File: config.mk
export PLATFORM = sky130hd
export DESIGN_NAME = dchain_seq
export DESIGN_NICKNAME = d
export VERILOG_FILES = /design/src/rtl/dchain_pkg.sv /design/src/rtl/dchain_cnt_chk.sv /design/src/rtl/dchain_irq.sv /design/src/rtl/dchain_seq.sv
export SDC_FILE = /design/constraint.sdc
export NUM_CORES = 1
export LEC_CHECK = 0
export ABC_AREA = 1
export BUFFER_PORTS_ARGS = -buffer_cell sky130_fd_sc_hd__clkbuf_2
export CAP_MARGIN = 20
export CORE_ASPECT_RATIO = 0.75
export CORE_UTILIZATION = 56
export CTS_CLUSTER_SIZE = 24
export DETAILED_ROUTE_END_ITERATION = 6
export PLACE_DENSITY = 0.81
export SYNTH_ARGS = -nofsm -noshare
export SYNTH_HDL_FRONTEND = slang
export SYNTH_SLANG_ARGS = --single-unit
File: constraint.sdc
create_clock -name clk -period 2.9 [get_ports clk]
set_clock_uncertainty 0.15 [all_clocks]
set_input_delay 0.29 -clock clk [delete_from_list [all_inputs] [get_ports clk]]
set_output_delay 0.29 -clock clk [all_outputs]
set_load 0.02 [all_outputs]
File: src/rtl/dchain_pkg.sv
package dchain_pkg;
  typedef enum logic [2:0] {
    S_IDLE, S_WAIT_PIN, S_ALIGN, S_FETCH, S_CHECK, S_READ, S_WRITE
  } seq_state_t;

  localparam logic [1:0] SEL_MODE = 2'd0;
  localparam logic [1:0] SEL_STAT = 2'd1;
  localparam logic [1:0] SEL_DESC = 2'd2;
  localparam logic [1:0] SEL_CNT  = 2'd3;

  localparam int MB_START = 0;
  localparam int MB_ABORT = 1;
  localparam int MB_EXT   = 2;
  localparam int MB_EIE   = 3;
  localparam int MB_RIE   = 4;

  localparam int SB_DONE = 0;
  localparam int SB_END  = 1;
  localparam int SB_XERR = 2;
  localparam int SB_PERR = 3;
endpackage

File: src/rtl/dchain_cnt_chk.sv
module dchain_cnt_chk #(
  parameter int MAX_BYTES = 1024
) (
  input  logic [31:0] cnt_word,
  output logic        is_zero,
  output logic        is_bad
);
  localparam logic [31:0] MAXW = 32'(MAX_BYTES);

  always_comb begin
    is_zero = (cnt_word == 32'd0);
    is_bad  = (cnt_word > MAXW) || (cnt_word[1:0] != 2'b00);
  end
endmodule

File: src/rtl/dchain_irq.sv
module dchain_irq (
  input  logic clk,
  input  logic rst,
  input  logic ev_end,
  input  logic ev_err,
  input  logic en_end,
  input  logic en_err,
  output logic irq_o
);
  always_ff @(posedge clk) begin
    if (rst) irq_o <= 1'b0;
    else     irq_o <= (ev_end & en_end) | (ev_err & en_err);
  end

  AST_IRQ_QUIET: assert property (@(posedge clk) disable iff (rst)
    (!en_end && !en_err) |=> !irq_o);
endmodule

File: src/rtl/dchain_seq.sv
module dchain_seq
  import dchain_pkg::*;
#(
  parameter int AW        = 16,
  parameter int MAX_BYTES = 1024,
  parameter int ALIGN_LG  = 5
) (
  input  logic          clk,
  input  logic          rst,
  input  logic          reg_wr,
  input  logic [1:0]    reg_sel,
  input  logic [31:0]   reg_wdata,
  output logic [31:0]   reg_rdata,
  input  logic          ext_start,
  output logic          mem_req,
  output logic          mem_we,
  output logic [AW-1:0] mem_addr,
  output logic [31:0]   mem_wdata,
  input  logic [31:0]   mem_rdata,
  input  logic          mem_ack,
  input  logic          mem_err,
  output logic          irq
);
  localparam int CW = $clog2(MAX_BYTES + 1);

  seq_state_t    state;
  logic          m_start, m_ext, m_eie, m_rie, abort_pend;
  logic [AW-1:0] cur, src, dst, nxt;
  logic [31:0]   cnt_raw, dbuf;
  logic [CW-1:0] rem;
  logic [1:0]    widx;
  logic          ev_done, ev_end, ev_xerr, ev_perr, halted;
  logic          busy, stop_now, launch, cnt_zero, cnt_bad, last_beat;
  logic          unused_bits;

  assign unused_bits = ^{reg_wdata, mem_rdata};

  assign busy      = (state != S_IDLE);
  assign stop_now  = abort_pend || (!m_start && !m_ext);
  assign launch    = reg_wr && (reg_sel == SEL_MODE) && reg_wdata[MB_START] && !m_start && !busy;
  assign last_beat = (rem == CW'(4));

  dchain_cnt_chk #(.MAX_BYTES(MAX_BYTES)) u_cnt_chk (
    .cnt_word(cnt_raw), .is_zero(cnt_zero), .is_bad(cnt_bad));

  dchain_irq u_irq (
    .clk(clk), .rst(rst), .ev_end(ev_end), .ev_err(ev_xerr | ev_perr),
    .en_end(m_eie), .en_err(m_rie), .irq_o(irq));

  always_comb begin
    mem_req   = (state == S_FETCH) || (state == S_READ) || (state == S_WRITE);
    mem_we    = (state == S_WRITE);
    mem_wdata = dbuf;
    case (state)
      S_READ:  mem_addr = src;
      S_WRITE: mem_addr = dst;
      default: mem_addr = cur + {{(AW-4){1'b0}}, widx, 2'b00};
    endcase
  end

  always_comb begin
    case (reg_sel)
      SEL_MODE: reg_rdata = {27'd0, m_rie, m_eie, m_ext, 1'b0, m_start};
      SEL_STAT: reg_rdata = {26'd0, halted, busy, ev_perr, ev_xerr, ev_end, ev_done};
      SEL_DESC: reg_rdata = {{(32-AW){1'b0}}, cur};
      default:  reg_rdata = {{(32-CW){1'b0}}, rem};
    endcase
  end

  always_ff @(posedge clk) begin
    if (rst) begin
      state <= S_IDLE;
      {m_start, m_ext, m_eie, m_rie, abort_pend} <= '0;
      {ev_done, ev_end, ev_xerr, ev_perr, halted} <= '0;
      cur <= '0; src <= '0; dst <= '0; nxt <= '0;
      cnt_raw <= '0; dbuf <= '0; rem <= '0; widx <= '0;
    end else begin
      if (reg_wr && reg_sel == SEL_MODE) begin
        m_start <= reg_wdata[MB_START];
        m_ext   <= reg_wdata[MB_EXT];
        m_eie   <= reg_wdata[MB_EIE];
        m_rie   <= reg_wdata[MB_RIE];
        if (reg_wdata[MB_ABORT] && busy) abort_pend <= 1'b1;
      end
      if (reg_wr && reg_sel == SEL_STAT) begin
        if (reg_wdata[SB_DONE]) ev_done <= 1'b0;
        if (reg_wdata[SB_END])  ev_end  <= 1'b0;
        if (reg_wdata[SB_XERR]) ev_xerr <= 1'b0;
        if (reg_wdata[SB_PERR]) ev_perr <= 1'b0;
      end
      if (reg_wr && reg_sel == SEL_DESC && !busy) cur <= reg_wdata[AW-1:0];

      case (state)
        S_IDLE: if (launch) begin
          halted     <= 1'b0;
          abort_pend <= 1'b0;
          state      <= reg_wdata[MB_EXT] ? S_WAIT_PIN : S_ALIGN;
        end
        S_WAIT_PIN: begin
          if (stop_now) begin
            state <= S_IDLE; halted <= 1'b1; abort_pend <= 1'b0;
          end else if (ext_start) state <= S_ALIGN;
        end
        S_ALIGN: begin
          if (cur[ALIGN_LG-1:0] != '0) begin
            ev_perr <= 1'b1; state <= S_IDLE; halted <= 1'b1; abort_pend <= 1'b0;
          end else begin
            widx  <= 2'd0;
            state <= S_FETCH;
          end
        end
        S_FETCH: if (mem_ack) begin
          if (mem_err) begin
            ev_xerr <= 1'b1; state <= S_IDLE; halted <= 1'b1; abort_pend <= 1'b0;
          end else begin
            case (widx)
              2'd0:    src     <= mem_rdata[AW-1:0];
              2'd1:    dst     <= mem_rdata[AW-1:0];
              2'd2:    nxt     <= mem_rdata[AW-1:0];
              default: cnt_raw <= mem_rdata;
            endcase
            if (stop_now) begin
              state <= S_IDLE; halted <= 1'b1; abort_pend <= 1'b0;
            end else if (widx == 2'd3) state <= S_CHECK;
            else widx <= widx + 2'd1;
          end
        end
        S_CHECK: begin
          if (cnt_zero) begin
            rem <= '0; ev_perr <= 1'b1; state <= S_IDLE; halted <= 1'b1; abort_pend <= 1'b0;
          end else if (cnt_bad || nxt[ALIGN_LG-1:1] != '0) begin
            ev_perr <= 1'b1; state <= S_IDLE; halted <= 1'b1; abort_pend <= 1'b0;
          end else begin
            rem   <= cnt_raw[CW-1:0];
            state <= S_READ;
          end
        end
        S_READ: if (mem_ack) begin
          if (mem_err) begin
            ev_xerr <= 1'b1; state <= S_IDLE; halted <= 1'b1; abort_pend <= 1'b0;
          end else begin
            dbuf <= mem_rdata;
            src  <= src + AW'(4);
            if (stop_now) begin
              state <= S_IDLE; halted <= 1'b1; abort_pend <= 1'b0;
            end else state <= S_WRITE;
          end
        end
        S_WRITE: if (mem_ack) begin
          if (mem_err) begin
            ev_xerr <= 1'b1; state <= S_IDLE; halted <= 1'b1; abort_pend <= 1'b0;
          end else begin
            dst <= dst + AW'(4);
            rem <= rem - CW'(4);
            if (last_beat) ev_done <= 1'b1;
            if (last_beat && nxt[0]) begin
              ev_end <= 1'b1;
              state  <= S_IDLE;
            end else if (stop_now) begin
              state <= S_IDLE; halted <= 1'b1; abort_pend <= 1'b0;
            end else if (last_beat) begin
              cur   <= {nxt[AW-1:1], 1'b0};
              state <= S_ALIGN;
            end else state <= S_READ;
          end
        end
        default: state <= S_IDLE;
      endcase
    end
  end

  AST_ADDR_HOLD: assert property (@(posedge clk) disable iff (rst)
    (mem_req && !mem_ack) |=> (mem_req && $stable(mem_addr) && $stable(mem_we)));
  AST_ALIGNED_MOVE: assert property (@(posedge clk) disable iff (rst)
    (state == S_READ || state == S_WRITE) |-> (cur[ALIGN_LG-1:0] == '0));
  AST_CNT_LEGAL: assert property (@(posedge clk) disable iff (rst)
    (state == S_READ) |-> (rem != '0 && int'(rem) <= MAX_BYTES));
  AST_HALT_IDLE: assert property (@(posedge clk) disable iff (rst)
    halted |-> (state == S_IDLE));
  AST_END_CLEAN: assert property (@(posedge clk) disable iff (rst)
    $rose(ev_end) |-> (state == S_IDLE && !halted));
endmodule

==> results.json, run 1 <==
{
  "outcome": "finished, final reports clean",
  "cts_tree": "done",
  "drc": 0,
  "layout.nets": 1395,
  "fillCellCount": 1169,
  "die-width_um": 140,
  "min_period_ps": 2880,
  "ant_nets": 0,
  "timing.hold.ws_ps": 24.3,
  "synth_ff_type": "dfxtp_1",
  "cts_root_buf": "clkbuf_16",
  "grt_pass1_vias": 7376,
  "synth_common_cells": "nor2_1 (183), o21ai_0 (179), nand2_1 (174)",
  "grt_pass1_wl_um": 39400,
  "worstPathCellList": "ha_4, inv_2, fa_2, inv_2, nand4_1, nor2_2, nand2_2, nor2_4, nand2_2, o21ai_2, nand3_2, nand3_2, buf_8",
  "cts_sinks": 155,
  "power_density_nw_per_um2": 523,
  "synthSimpleGateAreaFrac": 0.253,
  "max_freq_mhz": 347,
  "hold_violations": 0,
  "path_buf_inv": 3,
  "cp_num_cells": 13,
  "dieArea_um2": 14900,
  "maxCapViolations": 0,
  "slew_headroom": 0.539,
  "grt_usage": 0.346,
  "num_vias": 8677,
  "fin_crit_sh": 0.993,
  "worst_pin_slew_ps": 690,
  "netlist_top_cells_area": "dfxtp_1 (39%), o21ai_0 (11%), nor2_1 (8.5%)",
  "pin_count": 155,
  "core-area_um2": 13900,
  "utilization": 0.691,
  "routed_wl_um": 25900,
  "ir_drop_v": 0.000383,
  "synthMuxAreaShare": 0,
  "num_rows": 37,
  "rsz0062_at_grt": "true",
  "antenna_found_initial": 0,
  "syn_to_final_growth_pct": 19.3,
  "clock_power_share": 0.445,
  "worst_setup_path_end_kind": "primary output",
  "hp-class": "input pin to flip-flop",
  "leakagePower_nw": 4.17,
  "dieHeight_um": 106,
  "place.port_buffers": 122,
  "dr.pass1.iters": 5,
  "gp_congestion": 0.988,
  "syn-cell-area_um2": 8050,
  "synth-edff-count": 0,
  "critPathSlowestCell": "dfxtp_4",
  "n_antenna_cell": 0,
  "drt_iter0_drc": 1075,
  "drive_gt1_frac": 0.167,
  "yosysTopAreaCellShare": 0.386,
  "ys_async_sr_fraction": 0,
  "switching_share": 0.272,
  "yosysMostFrequentCell": "nor2_1",
  "synth_seq_area_share": 0.386,
  "critPathMaxFanout": 4,
  "arrival_ps": 2440,
  "setup_viol_count_final": 0,
  "cts_buffer_depth": 2,
  "gr-total-overflow": 0,
  "critPathTopFamily": "simple AND/OR/NAND/NOR gates",
  "synth_top_cell_by_area": "dfxtp_1",
  "synth_cells": 1185,
  "synth-seq-cells": 155,
  "htreeDepth": 4,
  "synth-xor-area-share": 0.00762,
  "switchingPower_w": 0.00136,
  "grt_max_degree": 56,
  "clock_latency_ps": 420,
  "hpwl_um": 18200,
  "cpPeakStageDelay_ps": 370,
  "crit_type": "flip-flop to primary output",
  "internal_power_w": 0.00366,
  "synth_warnings": 0,
  "avgSynthCellArea_um2": 6.79,
  "drv_slew": 0,
  "avgRoutedWirePerCell_um": 17.3,
  "whs_path_depth": 3,
  "combinationalPowerShare": 0.111,
  "synth_top_family_by_area": "simple AND/OR/NAND/NOR gates",
  "routed_via_density": 5.79,
  "numCtsBuffers": 17,
  "yosys.area_share.adder": 0.0196,
  "clk_pin_slew_worst_paths_ps": 60,
  "r2r_cells": 7,
  "floorplan.initialDensity": 0.579,
  "critPathRequiredTime_ps": 2460,
  "synth-compound-area-share": 0.226,
  "synth_cell_types": 40,
  "seq_power_share": 0.444,
  "start_kind": "flip-flop"
}
-- worst paths after layout --
path	from	end	slack (ps)
worst max-delay path	cur[2]	mem_addr[14]	20
worst min-delay path	reg_wdata[2]	m_ext	20
worst max register to register	state[2]	cur[4]	420
worst min register to register	rem[0]	rem[0]	300
-- per-layer routing --
metal,vias to the layer above,GRT usage,share of wire
met5,-,0,0
met4,0,0.106,0.023
met3,56,0.0854,0.13
met2,538,0.501,0.42
met1,3912,0.502,0.43
li1,4171,-,-
-- kinds of logic after synthesis --
kind of cell | after synthesis
AND/OR/NAND/NOR | 472
AO/OA/AOI/OAI | 334
XOR/XNOR | 7
buffers and inverters | 204
flip-flops | 155
other | 1
adder cells (fa/ha/maj) | 12
-- per-stage QoR --
step / std cells / TNS, ps / worst slack [ps] / power [W] / instance area, um^2
finish: 1498 / 0 / 19.9 / 0.00502 / 9590
global route: 1498 / -78.9 / -78.9 / 0.00517 / 9590
CTS: 1496 / -67.4 / -62.0 / 0.00498 / 9520
detailed placement: 1441 / 0 / 159 / 0.00276 / 8690
global placement: 1441 / 0 / 240 / 0.00276 / 8690
floorplan: 1200 / 0 / 483 / 0.00259 / 8100
-- power groups by stage --
stage,logic (W),registers [W],clock network [W]
2_1_floorplan,0.000362,0.00223,0
3_3_place_gp,0.000500,0.00226,0
3_5_place_dp,0.000498,0.00226,0
4_1_cts,0.000527,0.00222,0.00223
5_1_grt,0.000608,0.00223,0.00233
6_report,0.000559,0.00223,0.00223
-- layout by cell type (no fill, tap or decap), drive strengths merged, types with 2 or more instances in the layout --
| master | n |
|---|---|
| o21bai | 6 |
| o211ai | 8 |
| buf | 23 |
| dlygate4sd3 | 19 |
| nor2 | 192 |
| a21oi | 91 |
| ha | 11 |
| xnor2 | 2 |
| nand4 | 14 |
| o21ai | 181 |
| conb | 16 |
| inv | 137 |
| nand3 | 54 |
| clkinv | 4 |
| nor3 | 27 |
| dfxtp | 155 |
| bufinv | 2 |
| a31oi | 14 |
| xor2 | 5 |
| a211oi | 9 |
| nand3b | 4 |
| o22ai | 11 |
| nand2 | 179 |
| o221ai | 7 |
| clkbuf | 140 |
| nor4 | 2 |
| o2111ai | 4 |
-- flip-flops by register name, summed over array words and instances (netlist names), 2 cells and up --
register,flops
cnt_raw,32
dst,16
src,16
state,3
cur,16
widx,2
nxt,16
mem_wdata,32
rem,11
-- worst min-delay path, delay by kind of cell --
kind / cells / cell delay, ps
buffers and inverters: 2 / 210
AO/OA/AOI/OAI: 1 / 50
-- final cells by class --
cell class,count,area (um^2),share of cell area
multi-input combinational,842,4190,0.437
sequential,155,3110,0.325
timing repair buffer,162,987,0.103
inverter,133,503,0.0524
clock buffer,20,447,0.0466
tap,175,219,0.0228
clock inverter,11,134,0.0140
-- timing repair --
action | CTS | global route
hold buffers | 19 | 0
buffers inserted | 5 | 3
gates cloned | 0 | 1
resized for setup | 12 | 21
endpoints found under the setup margin | 5 | 14
pin swaps | 2 | 10
endpoints found under the hold margin | 23 | 0
Note: power is estimated with default switching activity, not from simulation.
==> inputs of run 2 (changes only) <==
Settings changed: SETUP_SLACK_MARGIN set to 0.2.
==> run 2 against run 1 <==
The run now ends with negative setup slack left. Core utilization is 1.3 points higher. Hold slack worse by 7.2 ps. Setup slack worse by 26 ps. Total power hardly changed. Global-route usage is 0.38 points higher. Largest cell class unchanged. Largest power group unchanged.
==> results.json, run 2 (synthesis gave the netlist of run 1 again) <==
{
  "outcome": "finished, violations left",
  "violations": "negative setup slack",
  "dpl.cell_count": 1441,
  "routed_wl_um": 26400,
  "r2r_cells": 8,
  "htreeDepth": 4,
  "cpPeakStageDelay_ps": 370,
  "worst_pin_slew_ps": 685,
  "ir_drop_v": 0.000387,
  "gr-total-overflow": 0,
  "routed_via_density": 5.85,
  "tns_ps": -6.37,
  "gp_congestion": 0.988,
  "start_kind": "flip-flop",
  "final_common_cell": "nor2_1",
  "slew_headroom": 0.543,
  "place.port_buffers": 122,
  "avgRoutedWirePerCell_um": 17.5,
  "hold_violations": 0,
  "drc": 0,
  "hp-class": "input pin to flip-flop",
  "maxCapViolations": 0,
  "dieArea_um2": 14900,
  "layout_common_cells": "nor2_1 (181), o21ai_0 (177), nand2_1 (170), dfxtp_1 (150), inv_1 (121)",
  "power_density_nw_per_um2": 514,
  "final_area_um2": 9770,
  "dieHeight_um": 106,
  "clock_latency_ps": 420,
  "num_vias": 8839,
  "worstPathCellList": "ha_4, inv_2, fa_2, inv_2, nand4_1, nor2_2, nand2_2, nor2_4, nand2_2, o21ai_2, nand3_2, nand3_2, buf_8",
  "core-area_um2": 13900,
  "crit_type": "flip-flop to primary output",
  "drv_slew": 0,
  "cts_root_buf": "clkbuf_16",
  "critPathRequiredTime_ps": 2460,
  "drt_iter0_drc": 1074,
  "pin_count": 155,
  "antenna_found_initial": 0,
  "grt_usage": 0.350,
  "worst_setup_path_end_kind": "primary output",
  "rsz0062_at_grt": "true",
  "setup_ws_ps": -5.99,
  "ant_nets": 0,
  "utilization": 0.703,
  "critPathMaxFanout": 4,
  "hpwl_um": 18200,
  "num_rows": 37,
  "layout.nets": 1409,
  "timing.hold.ws_ps": 17.1,
  "critPathSlowestCell": "dfxtp_4",
  "die-width_um": 140,
  "place_area_um2": 8690,
  "min_from": "reg_wdata[2]",
  "r2r_start": "state[2]",
  "whs_path_depth": 3,
  "cts_sinks": 155,
  "dr.pass1.iters": 6,
  "min_period_ps": 2910,
  "hold_path_end": "m_ext",
  "drive_gt1_frac": 0.177,
  "grt_max_degree": 56,
  "fin_crit_sh": 1.00,
  "fillCellCount": 1147,
  "setup_viol_count_final": 2,
  "arrival_ps": 2470,
  "fin_cells": 1512,
  "clk_pin_slew_worst_paths_ps": 60,
  "cts_buffer_depth": 2,
  "r2r_end": "cur[4]",
  "numCtsBuffers": 17,
  "n_antenna_cell": 0,
  "grt_pass1_wl_um": 39900,
  "syn_to_final_growth_pct": 21.4,
  "startpoint": "cur[2]",
  "max_freq_mhz": 344,
  "cts_tree": "done",
  "grt_pass1_vias": 7515,
  "floorplan.initialDensity": 0.579,
  "leakagePower_nw": 4.28,
  "regToRegSetupSlack_ps": 540
}
==> run 2: area by class of cell <==
class                   instances  area, um^2  share of cell area
flip-flops and latches        155        3120               0.319
repair buffers                176        1140               0.116
multi-input cells             842        4210               0.431
inverters                     133         505              0.0517
well taps                     175         219              0.0224
clock buffers                  20         447              0.0457
clock inverters                11         134              0.0137
==> run 2: critical path, delay by kind of cell, from the launching register on <==
family | cells | cell delay (ps)
adder cells (fa/ha/maj) | 2 | 480
flip-flops | 1 | 370
AND/OR/NAND/NOR | 7 | 830
buffers and inverters | 3 | 210
AO/OA/AOI/OAI | 1 | 140
==> run 2: metrics by stage <==
stage          setup WS [ps]  power (W)
2_1_floorplan            483    0.00259
3_3_place_gp             240    0.00276
3_5_place_dp             159    0.00276
4_1_cts                -9.38    0.00499
5_1_grt                -87.8    0.00517
6_report               -5.99    0.00502
==> run 2: how the worst max path moves through the flow <==
stage / slack [ps] / cells after the start / end
after detailed placement: 160 / 13 / mem_addr[14]
final: -6 / 13 / mem_addr[14]
after CTS: -9 / 13 / mem_addr[14]
after global routing: -90 / 13 / mem_addr[14]
after floorplan: 480 / 12 / mem_addr[14]
after global placement: 240 / 13 / mem_addr[14]
==> run 2: metal layers <==
layer | wire [um] | up-vias | GRT usage
li1 | - | 4195 | -
met1 | 11100 | 4002 | 0.504
met2 | 11000 | 564 | 0.514
met3 | 3430 | 78 | 0.0850
met4 | 828 | 0 | 0.104
met5 | 0 | - | 0
==> run 2: power breakdown <==
group / switching (W) / internal [W]
sequential: 0.0000627 / 0.00217
combinational: 0.000373 / 0.000188
clock: 0.000930 / 0.00130
==> run 2: what timing repair did <==
action,in CTS,in global routing
endpoints found under the hold margin,23,0
gates resized for setup,24,32
endpoints found under the setup margin,15,14
buffers inserted,16,4
hold buffers,19,0
pin swaps,8,7
cloned,0,1
==> inputs of run 3 (changes only) <==
Settings changed: BUFFER_PORTS_ARGS -buffer_cell sky130_fd_sc_hd__clkbuf_2 to not set, CORE_UTILIZATION 56 to 64, DONT_BUFFER_PORTS set to 1, PLACE_DENSITY 0.81 to 0.8, TNS_END_PERCENT set to 50.
==> run 3 against run 2 <==
The run ends with design-rule violations, negative setup slack left. Register-to-register slack got worse by 50 ps. Flip-flop and latch count unchanged. Wire length increased by 0.31%. Design area decreased by 3.4%.
==> results.json, run 3 (synthesis gave the netlist of run 1 again) <==
{
  "combinationalPowerShare": 0.102,
  "start_kind": "flip-flop",
  "critPathSlowestCell": "dfxtp_4",
  "utilization": 0.770,
  "setup_ws_ps": -69.1,
  "cp_common_cell": "inv_2",
  "multi_input_area_um2": 4240,
  "clock_power_share": 0.465,
  "final-seq-area_um2": 3120,
  "worstPathCellList": "ha_4, inv_2, fa_2, inv_2, nand4_1, nor2_2, nand2_2, nor2_4, nand2_1, o21ai_1, nand3_1, nand3_4",
  "floorplan.initialDensity": 0.656,
  "dr.pass1.iters": 7,
  "setup_viol_count_final": 3,
  "maxCapViolations": 0,
  "cts_root_buf": "clkbuf_16",
  "gr-total-overflow": 0,
  "cts_tree": "done",
  "worst_pin_slew_ps": 687,
  "internal_power_w": 0.00372,
  "avgRoutedWirePerCell_um": 18.9,
  "antenna_found_initial": 0,
  "layout_common_cells": "nor2_1 (179), o21ai_0 (177), nand2_1 (170), dfxtp_1 (149), inv_1 (120)",
  "grt_pass1_vias": 7538,
  "switchingPower_w": 0.00142,
  "crit_type": "flip-flop to primary output",
  "grt_usage": 0.396,
  "fin_crit_sh": 1.02,
  "final_area_um2": 9440,
  "clk_pin_slew_worst_paths_ps": 70,
  "grt_pass1_wl_um": 40200,
  "layout.nets": 1312,
  "rsz0062_at_grt": "true",
  "slew_headroom": 0.537,
  "clock_latency_ps": 430,
  "grt_max_degree": 87,
  "worst_setup_path_end_kind": "primary output",
  "hold_violations": 0,
  "core-area_um2": 12300,
  "arrival_ps": 2530,
  "htreeDepth": 4,
  "power_density_nw_per_um2": 546,
  "cts_buffer_depth": 2,
  "ant_nets": 0,
  "drt_iter0_drc": 1187,
  "drive_gt1_frac": 0.102,
  "drv_slew": 0,
  "cts_sinks": 155,
  "fillCellCount": 952,
  "max_freq_mhz": 337,
  "outcome": "finished, violations left",
  "switching_share": 0.277,
  "critPathRequiredTime_ps": 2460,
  "place.port_buffers": 0,
  "place_area_um2": 8090,
  "syn_to_final_growth_pct": 17.3,
  "routed_via_density": 6.10,
  "hpwl_um": 17100,
  "critPathMaxFanout": 3,
  "min_period_ps": 2970,
  "total_power_w": 0.00515,
  "dieArea_um2": 13000,
  "routed_wl_um": 26500,
  "violations": "design-rule violations, negative setup slack",
  "final_common_cell": "nor2_1",
  "seq_power_share": 0.433,
  "num_vias": 8580,
  "gp_congestion": 1.00,
  "cpPeakStageDelay_ps": 380,
  "hp-class": "input pin to flip-flop",
  "ir_drop_v": 0.000504,
  "die-width_um": 131,
  "drc": 1,
  "timing.hold.ws_ps": 1.70,
  "pin_count": 155,
  "n_antenna_cell": 0,
  "dieHeight_um": 99.1,
  "leakagePower_nw": 3.85,
  "num_rows": 35,
  "numCtsBuffers": 17
}
-- run 3: final timing paths --
path,from,end,slack [ps],depth (start not counted)
worst max register to register,state[1],cur[10],490,8
worst min register to register,rem[1],rem[1],300,2
worst min-delay path,mem_rdata[12],src[12],2,4
worst max-delay path,cur[2],mem_addr[14],-70,12
-- run 3: cell type report --
class                      count  area share
multi-input combinational    842       0.449
sequential                   155       0.330
timing repair buffer          79      0.0780
inverter                     133      0.0537
clock buffer                  17      0.0451
tap                          166      0.0220
clock inverter                15      0.0217
-- run 3: through the flow --
stage	worst slack (ps)	TNS [ps]	instances
5_1_grt	-149	-367	1407
3_5_place_dp	206	0	1314
4_1_cts	40.2	0	1406
6_report	-69.1	-84.7	1407
3_3_place_gp	299	0	1314
2_1_floorplan	483	0	1200
-- run 3: power by group through the flow --
stage	Sequential, W	Combinational, W	Clock [W]
after floorplan	0.00223	0.000362	0
after global placement	0.00226	0.000400	0
after detailed placement	0.00226	0.000404	0
after CTS	0.00222	0.000496	0.00238
after global routing	0.00223	0.000565	0.00248
final	0.00223	0.000526	0.00239
-- run 3: per-layer routing --
metal | part of all wire | GRT usage | wire length, um
met1 | 0.41 | 0.549 | 10800
met4 | 0.047 | 0.159 | 1250
met2 | 0.42 | 0.582 | 11100
met5 | 0 | 0 | 0
met3 | 0.13 | 0.112 | 3390
-- run 3: what timing repair did --
| item | 4_1_cts | 5_1_grt |
|---|---|---|
| pin swaps | 10 | 12 |
| endpoints found under the hold margin | 120 | 0 |
| setup buffers | 17 | 1 |
| endpoints found under the setup margin | 15 | 11 |
| gates cloned | 1 | 0 |
| hold buffers | 42 | 0 |
| gates resized for setup | 22 | 22 |
-- run 3: worst max-delay path, delay by kind of cell, from the launching register on --
family	cells	cell delay, ps
DFF	1	380
buffers and inverters	2	110
AOI/OAI and AO/OA	1	160
adders and majority gates	2	470
and+or+nand+nor	7	970
